[config.mk]
export PLATFORM = sky130hd
export DESIGN_NAME = word_patch_unit
export DESIGN_NICKNAME = d
export VERILOG_FILES = /design/src/rtl/patch_pkg.sv /design/src/rtl/patch_slot_match.sv /design/src/rtl/patch_prio_pick.sv /design/src/rtl/patch_cycle_ctrl.sv /design/src/rtl/word_patch_unit.sv
export SDC_FILE = /design/constraint.sdc
export NUM_CORES = 1
export LEC_CHECK = 0
export BUFFER_PORTS_ARGS = -buffer_cell sky130_fd_sc_hd__buf_4
export CAP_MARGIN = 30
export CORE_AREA = 2 2 110 112
export CTS_CLUSTER_DIAMETER = 30
export DETAILED_ROUTE_END_ITERATION = 12
export DIE_AREA = 0 0 112 114
export GPL_TIMING_DRIVEN = 0
export PLACE_DENSITY_LB_ADDON = 0.15
export SYNTH_ARGS = -nofsm -noshare
export SYNTH_HDL_FRONTEND = slang
export SYNTH_HIERARCHICAL = 1
export SYNTH_SLANG_ARGS = --single-unit
export TNS_END_PERCENT = 100
[constraint.sdc]
create_clock -name clk -period 2.8 [get_ports clk]
set_input_delay 0 -clock clk [delete_from_list [all_inputs] [get_ports clk]]
set_output_delay 0 -clock clk [all_outputs]
set_load 0.01 [all_outputs]
[src/rtl/patch_pkg.sv]
// Package: default geometry shared by the substitution unit and its parts.
// Assumes a word-addressed bus; address line 0 does not exist on it.
package patch_pkg;
    localparam int unsigned DEF_SLOTS  = 6;
    localparam int unsigned DEF_AWIDTH = 23;
    localparam int unsigned DEF_DWIDTH = 16;
endpackage

[src/rtl/patch_slot_match.sv]
// Per-slot address comparators. Each slot reports a hit when it is enabled,
// the global switch is on, and its stored word address equals the bus address.
// Assumes the slot addresses are packed slot 0 in the lowest bits.
module patch_slot_match #(
    parameter int unsigned SLOTS  = patch_pkg::DEF_SLOTS,
    parameter int unsigned AWIDTH = patch_pkg::DEF_AWIDTH
) (
    input  logic [AWIDTH-1:0]       addr,
    input  logic [SLOTS*AWIDTH-1:0] slot_addr,
    input  logic [SLOTS-1:0]        slot_en,
    input  logic                    sw_enable,
    output logic [SLOTS-1:0]        hit_vec
);
    for (genvar g = 0; g < SLOTS; g++) begin : g_slot
        // Compare one slot's full word address against the bus.
        always_comb begin
            hit_vec[g] = sw_enable && slot_en[g] &&
                         (slot_addr[g*AWIDTH +: AWIDTH] == addr);
        end
    end
endmodule

[src/rtl/patch_prio_pick.sv]
// Lowest-index-wins selector. Picks the replacement word of the lowest
// numbered slot whose hit bit is set and flags whether any slot hit.
// Assumes replacement words are packed slot 0 in the lowest bits.
module patch_prio_pick #(
    parameter int unsigned SLOTS  = patch_pkg::DEF_SLOTS,
    parameter int unsigned DWIDTH = patch_pkg::DEF_DWIDTH
) (
    input  logic [SLOTS-1:0]        hit_vec,
    input  logic [SLOTS*DWIDTH-1:0] slot_data,
    output logic                    any_hit,
    output logic [DWIDTH-1:0]       sel_data
);
    // Walk from the highest slot down so that lower slots override.
    always_comb begin
        sel_data = '0;
        for (int i = SLOTS - 1; i >= 0; i--) begin
            if (hit_vec[i]) begin
                sel_data = slot_data[i*DWIDTH +: DWIDTH];
            end
        end
    end

    // Flag any hit at all.
    always_comb begin
        any_hit = |hit_vec;
    end
endmodule

[src/rtl/patch_cycle_ctrl.sv]
// Access sequencer. Detects the chip-select fall, captures the hit decision
// and the chosen word, keeps the ROM select blocked until chip select rises,
// and enables the data drive while the read strobe is low.
// Assumes cs_n_in and rd_n are already synchronous to clk.
module patch_cycle_ctrl #(
    parameter int unsigned DWIDTH = patch_pkg::DEF_DWIDTH
) (
    input  logic              clk,
    input  logic              rst_n,
    input  logic              cs_n_in,
    input  logic              rd_n,
    input  logic              any_hit,
    input  logic [DWIDTH-1:0] sel_data,
    output logic              cs_n_out,
    output logic [DWIDTH-1:0] dout,
    output logic              dout_oe
);
    logic              cs_prev_q;
    logic              hit_q;
    logic [DWIDTH-1:0] data_q;
    logic              cs_fall;
    logic              hit_eff;
    logic [DWIDTH-1:0] data_eff;

    // Chip-select fall: low now, high on the previous clock.
    always_comb begin
        cs_fall = !cs_n_in && cs_prev_q;
    end

    // Remember the previous chip-select level.
    always_ff @(posedge clk) begin
        if (!rst_n) begin
            cs_prev_q <= 1'b1;
        end else begin
            cs_prev_q <= cs_n_in;
        end
    end

    // Capture the decision at the fall; drop it when chip select rises.
    always_ff @(posedge clk) begin
        if (!rst_n) begin
            hit_q <= 1'b0;
        end else if (cs_n_in) begin
            hit_q <= 1'b0;
        end else if (cs_fall) begin
            hit_q <= any_hit;
        end
    end

    // Capture the chosen word at the fall so that it stays fixed for the access.
    always_ff @(posedge clk) begin
        if (!rst_n) begin
            data_q <= '0;
        end else if (cs_fall) begin
            data_q <= sel_data;
        end
    end

    // In the fall cycle use the live compare; afterwards use the stored one.
    always_comb begin
        hit_eff  = cs_fall ? any_hit  : hit_q;
        data_eff = cs_fall ? sel_data : data_q;
    end

    // Block the ROM select on a hit; drive the word under the read strobe.
    always_comb begin
        cs_n_out = cs_n_in || hit_eff;
        dout_oe  = hit_eff && !cs_n_in && !rd_n;
        dout     = dout_oe ? data_eff : '0;
    end
endmodule

[src/rtl/word_patch_unit.sv]
// Top of the word substitution unit: slot comparators, priority pick and the
// access sequencer. Assumes slot values are held steady by their owner
// and that the bus strobes are synchronous to clk.
module word_patch_unit #(
    parameter int unsigned SLOTS  = patch_pkg::DEF_SLOTS,
    parameter int unsigned AWIDTH = patch_pkg::DEF_AWIDTH,
    parameter int unsigned DWIDTH = patch_pkg::DEF_DWIDTH
) (
    input  logic                    clk,
    input  logic                    rst_n,
    input  logic [AWIDTH-1:0]       addr,
    input  logic                    cs_n_in,
    input  logic                    rd_n,
    input  logic [SLOTS*AWIDTH-1:0] slot_addr,
    input  logic [SLOTS*DWIDTH-1:0] slot_data,
    input  logic [SLOTS-1:0]        slot_en,
    input  logic                    sw_enable,
    output logic                    cs_n_out,
    output logic [DWIDTH-1:0]       dout,
    output logic                    dout_oe
);
    logic [SLOTS-1:0]  hit_vec;
    logic              any_hit;
    logic [DWIDTH-1:0] sel_data;

    patch_slot_match #(.SLOTS(SLOTS), .AWIDTH(AWIDTH)) u_match (
        .addr      (addr),
        .slot_addr (slot_addr),
        .slot_en   (slot_en),
        .sw_enable (sw_enable),
        .hit_vec   (hit_vec)
    );

    patch_prio_pick #(.SLOTS(SLOTS), .DWIDTH(DWIDTH)) u_pick (
        .hit_vec   (hit_vec),
        .slot_data (slot_data),
        .any_hit   (any_hit),
        .sel_data  (sel_data)
    );

    patch_cycle_ctrl #(.DWIDTH(DWIDTH)) u_ctrl (
        .clk      (clk),
        .rst_n    (rst_n),
        .cs_n_in  (cs_n_in),
        .rd_n     (rd_n),
        .any_hit  (any_hit),
        .sel_data (sel_data),
        .cs_n_out (cs_n_out),
        .dout     (dout),
        .dout_oe  (dout_oe)
    );
endmodule

== Word level (Yosys, flattened, before mapping) ==
Index checks and enable logic that the tools add are counted.
W data, S select, Z words.

* Register bits: 18
* Bits of input ports: 268
* Output and inout bits: 18

* Equal/unequal tests: 6
* Multiplexer cells: 9
* Bitwise operators: 1
* Reduce and logical (&&, ||, !) cells: 20

{| class="wikitable"
|+ Operator list
! cell !! number
|-
| $eq A23 B23 Y1 || 6
|-
| $mux W16 || 8
|-
| $logic_and A1 B1 Y1 || 15
|-
| $reduce_or A6 Y1 || 1
|-
| $logic_not A1 Y1 || 2
|-
| $reduce_or A2 Y1 || 1
|-
| $logic_or A1 B1 Y1 || 1
|-
| $mux W1 || 1
|-
| $not A1 Y1 || 1
|}

== Depth between registers and ports, before layout ==
* Word-level depth: 10
* Mapped depth: 14
* Gate-level depth less buffers: 9

== Modules after synthesis ==
Netlist, hierarchy kept.

{| class="wikitable"
|+ Modules (own cells, without submodules)
! module !! times used !! cells an instance !! area each (sq um) !! sequential area each (sq um)
|-
| patch_slot_match || 1 || 215 || 1790.5 || 0.0
|-
| patch_cycle_ctrl || 1 || 79 || 779.5 || 360.3
|-
| patch_prio_pick || 1 || 104 || 729.4 || 0.0
|}

== Worst setup path after synthesis ==
No wires, ideal clock.

* Path type: in2out
* Start: in addr[19]
* End: out dout[10]
* Arrival time: 2.201 ns
* Required time: 2.800 ns
* Path slack: 0.599 ns
* Cell stages on the path: 14
* Path buffers: 5
* Cells stage by stage: buf_2 xor2_1 nor4_1 nand4_1 nor3_2 buf_2 buf_1 nor4_1 nand2_1 mux2i_1 or3_1 buf_6 buf_8 nor2_1

* Elaborated cells on any way between the ends: 24
* Classes of those cells: eq/ne: 6; mux: 9; reduce/logical: 9

{| class="wikitable"
|+ RTL lines
! item !! RTL line !! RTL
|-
| start: declaration || word_patch_unit.sv:11 || <nowiki>input logic [AWIDTH-1:0] addr,</nowiki>
|-
| $eq A23 B23 Y1 || patch_slot_match.sv:18 || <nowiki>(slot_addr[g*AWIDTH +: AWIDTH] == addr);</nowiki>
|-
| $logic_and A1 B1 Y1 || patch_slot_match.sv:17 || <nowiki>hit_vec[g] = sw_enable && slot_en[g] &&</nowiki>
|-
| net hit_vec[3] || word_patch_unit.sv:22 || <nowiki>logic [SLOTS-1:0] hit_vec;</nowiki>
|-
| $reduce_or A6 Y1 || patch_prio_pick.sv:25 || <nowiki>any_hit = |hit_vec;</nowiki>
|-
| net any_hit || word_patch_unit.sv:23 || <nowiki>logic any_hit;</nowiki>
|-
| $mux W1 || patch_cycle_ctrl.sv:61 || <nowiki>hit_eff = cs_fall ? any_hit : hit_q;</nowiki>
|-
| $logic_and A1 B1 Y1 (2 in series) || patch_cycle_ctrl.sv:68 || <nowiki>dout_oe = hit_eff && !cs_n_in && !rd_n;</nowiki>
|-
| $mux W16 || patch_cycle_ctrl.sv:69 || <nowiki>dout = dout_oe ? data_eff : '0;</nowiki>
|-
| end: declaration || word_patch_unit.sv:19 || <nowiki>output logic [DWIDTH-1:0] dout,</nowiki>
|}

The timed path passes the listed nets, and every way through them passes these cells.

== Final worst setup path ==
* Start: in slot_addr[64]
* End: out dout[11]

* Cells in the longest elaborated chain, start to end: 7
* Elaborated cells on any way between the ends: 11
* Classes of those cells: eq/ne: 1; mux: 6; reduce/logical: 4

{| class="wikitable"
|+ Ends and longest elaborated chain
! item !! RTL line !! RTL
|-
| start: declaration || word_patch_unit.sv:14 || <nowiki>input logic [SLOTS*AWIDTH-1:0] slot_addr,</nowiki>
|-
| $eq A23 B23 Y1 || patch_slot_match.sv:18 ||
|-
| $logic_and A1 B1 Y1 || patch_slot_match.sv:17 ||
|-
| net hit_vec[2] || word_patch_unit.sv:22 ||
|-
| $reduce_or A6 Y1 || patch_prio_pick.sv:25 ||
|-
| net any_hit || word_patch_unit.sv:23 ||
|-
| $mux W1 || patch_cycle_ctrl.sv:61 ||
|-
| $logic_and A1 B1 Y1 (2 in series) || patch_cycle_ctrl.sv:68 ||
|-
| $mux W16 || patch_cycle_ctrl.sv:69 ||
|}

The timed path passes the listed nets, and every way through them passes these cells.

==> impl_metrics.toml <==
[status]
outcome = "finished clean"

[grt]
grt_pass1_wl_microns = 23700
maximum_number_of_pins_on_one_net_before_global_route_repair = 20
antenna_violations_before_repair = 0
grt_util_all_layers_pct = 24.1
met3_track_demand_over_resource_pct = 4.89
first_global_vias = 4330
globalRouteMet1Util_pct = 28.7
globalRouteMet2Util_pct = 44.7
total_grt_overflow = 0
grt-busiest-layer = "met2"

[routing]
drc_errors = 0
drt-wirelength-per-cell_microns = 20.3
vias_per_cell = 5.14
via_count = 4175
routed_wl_microns = 16400
dr.pass1.iters = 4
drtIter0Drc = 165
ant_nets = 0

[pwr]
cellPowerDensity_mw_per_mm2 = 208
power.share.sequential_pct = 22.0
p_leak_nw = 2.63
comb_power_share_pct = 50.9
max-vdd-ir-drop_mv = 0.190
switching_share_pct = 28.5
power.clock.fraction_pct = 27.1
switching_power_uw = 334
internal-power_uw = 836

[clock_network]
cts_made_buffers = 3
clock_tree.htree_level_count = 1
tritoncts = "done"
clock_tree_root_buffer_cell = "sky130_fd_sc_hd__clkbuf_16"
clock_insertion_delay_worst_skew_ns = 0.25
clk_path_buf_depth = 2
clk_pin_slew_ns = 0.06
cts_sinks = 18

[floorplanning]
start_util_pct = 28.2
core_outline_area_sq_mm = 0.0117
boundaryPins = 286
floorplan.rows = 40
die_h_microns = 114
chipWidth_microns = 112
fp.dieArea_sq_mm = 0.0128

[timing]
max_freq_mhz = 380
finalClockSkew_ns = 0.00712
worstMarginPinSlew_ns = 0.514
setup_viol = 0
timing.final.hold_violations = 0
period_minus_slack_ns = 2.63
tcrit_tclk_final_pct = 94.0
worst_slew_margin_rel_pct = 65.7
timing.final.max_slew_violations = 0
grt_setup_unrepaired = "no"

[cells_and_area]
total_area_of_multi_input_combinational_cells_sq_mm = 0.00262
area.sequential_sq_um = 360
post_route_cells_drive_above_1_share_pct = 48.6
syn_to_final_growth_pct = 70.5
antennaDiodeCount = 0
num-nets-final = 934
finalNonFillerCells = 812
nFillCells = 1192
final_cell_area_sq_mm = 0.00562

[synth]
synthDominantCellAreaShare_pct = 28.7
synth.yosys.warnings = 6
synth_cells = 398
synth.ff_latch_count = 18
yosysUniqueCellTypes = 33
synth-seq-area-share_pct = 10.9
netlist_area_sq_mm = 0.00330
synthesis.area_per_instance_sq_um = 8.29
synth.top_cells.by_area = "sky130_fd_sc_hd__xor2_1 29%, sky130_fd_sc_hd__dfxtp_1 11%, sky130_fd_sc_hd__xnor2_1 8.0%, sky130_fd_sc_hd__a221oi_1 7.7%, sky130_fd_sc_hd__buf_6 6.8%"
synth_fp_nets = 666
synth_top_cell_by_area = "sky130_fd_sc_hd__xor2_1"

[critical_path]
worstSetupEndpointType = "primary output"
timing.reg2reg.worst_path_depth = 5
timing.rr.end = "u_ctrl/data_q[7]"
timing.critical_path.required_ns = 2.80
reg2reg_setup_slack_ns = 1.45
timing.critical_path.from_type = "input pin"
critPathArrivalTime_ns = 2.63
timing.setup.critical_path_class = "in -> out"
cp_max_fo = 10
worstReg2RegStart = "u_ctrl/cs_prev_q"

[worst_hold_path]
hold_path.startpoint = "rst_n"
hold_end = "u_ctrl/cs_prev_q"
timing.hold.worst_path_depth = 2
worst_hold_path_type = "in -> reg"

[placement]
placed_cells = 807
gp_routability_congestion = 0.872
buffer_ports.inserted = 262
dp.final_hpwl_microns = 14100
placed_cell_area_sq_mm = 0.00545

[flow_run]
max_cap_viol_count = 0
[metrics by stage]
step / util (%) / hold WS (ns) / total power [mW] / TNS (ns) / setup slack (ns)
global route: 48.0 / 0.0277 / 1.22 / 0 / 0.0193
CTS: 47.6 / 0.00943 / 1.17 / 0 / 0.0192
floorplan: - / 0.0950 / 0.501 / 0 / 0.599
detailed placement: 46.5 / 0.251 / 0.846 / -6.28 / -0.453
finish: 48.0 / 0.00742 / 1.17 / 0 / 0.167
global placement: 46.5 / 0.249 / 0.834 / -6.85 / -0.498
[layout make-up]
cell class,instances,share of cell area [%]
multi-input cells,334,46.6
repair buffers,265,35.4
plain buffers,41,6.52
flip-flops and latches,18,6.41
well taps,147,3.27
clock buffers,4,1.58
inverters,3,0.200
[routing by layer]
metal	vias up	wire, microns	share of wire, %
met1	1961	6570	40
met2	213	8250	50
li1	1971	-	-
met3	30	1230	7.5
met4	0	395	2.4
met5	-	0	0
[power groups by stage]
stage | clock network, mW | registers [mW] | logic [mW]
6_report | 0.317 | 0.258 | 0.596
5_1_grt | 0.329 | 0.258 | 0.638
4_1_cts | 0.323 | 0.258 | 0.591
3_5_place_dp | 0 | 0.263 | 0.583
3_3_place_gp | 0 | 0.263 | 0.571
2_1_floorplan | 0 | 0.263 | 0.238
[worst max-delay path: stages]
cell and delay, ns:
sky130_fd_sc_hd__buf_4 0.11, sky130_fd_sc_hd__xor2_1 0.16, sky130_fd_sc_hd__nor4_2 0.43, sky130_fd_sc_hd__nand4_1 0.26
sky130_fd_sc_hd__nor3_4 0.25, sky130_fd_sc_hd__nor2_4 0.11, sky130_fd_sc_hd__buf_2 0.21, sky130_fd_sc_hd__nand2_1 0.11
sky130_fd_sc_hd__mux2i_1 0.10, sky130_fd_sc_hd__or3_1 0.33, sky130_fd_sc_hd__buf_6 0.15, sky130_fd_sc_hd__buf_8 0.13
sky130_fd_sc_hd__nor2_1 0.12, sky130_fd_sc_hd__buf_4 0.14
[repair_timing]
action                                  4_1_cts  5_1_grt
pin swaps                                     1        4
endpoints found under the hold margin         1        0
buffers inserted                              0        2
hold buffers                                  1        0
gates resized for setup                       7        9
endpoints found under the setup margin       17       15
[worst max path at each step]
stage,start,slack [ns],cells after the start,to
detailed placement,addr[11],-0.45,15,dout[9]
finish,slot_addr[64],0.17,14,dout[11]
global placement,addr[11],-0.50,15,dout[8]
global route,addr[1],0.02,15,dout[11]
CTS,addr[13],0.02,15,dout[11]
floorplan,addr[19],0.60,14,dout[10]
[placed cells by master, fill, tap and decap left out, drive strengths merged]
cell         synthesis  layout
xor2               108     108
a21oi                1       1
nand2b               2       2
a2bb2oi              1       1
buf                 39     301
o221a                1       1
o21ai                1       1
nand4               18      18
or3                  1       1
a221oi              29      29
dfxtp               18      18
a21o                 2       2
or2b                 1       1
inv                  3       3
nor3                 6       6
and3b                2       2
mux2i               18      18
nor2                38      38
o22ai               14      14
nor4                25      25
o22a                 1       1
dlygate4sd3          0       1
xnor2               30      30
o221ai              15      15
clkbuf               4       8
nor2b               18      18
nand2                2       2
[cell families (layout without fill, tap and decap cells)]
logic type             Yosys count  count (layout)  synth area share [%]
multiplexers                    18              18                  5.46
flip-flops                      18              18                  10.9
XOR/XNOR                       138             138                  36.6
AND/OR/NAND/NOR                113             113                  19.7
AO/OA/AOI/OAI                   65              65                  16.0
buffers and inverters           46             313                  11.3
[cell usage after synthesis (all sizes together)]
cell and instances:
xnor2 30, or2b 1, xor2 108, o221a 1, nand2 2, o22a 1, mux2i 18, nand4 18
inv 3, a221oi 29, dfxtp 18, o21ai 1, a21oi 1, clkbuf 4, nor3 6, buf 39
nor2 38, o221ai 15, nand2b 2, and3b 2, a21o 2, nor4 25, a2bb2oi 1, or3 1
nor2b 18, o22ai 14
[state kept, by name, indices dropped and copies added, names as in the netlist]
register	flops
u_ctrl/data_q	16
u_ctrl/cs_prev_q	1
u_ctrl/hit_q	1
Note: power is estimated with default switching activity, not from simulation.
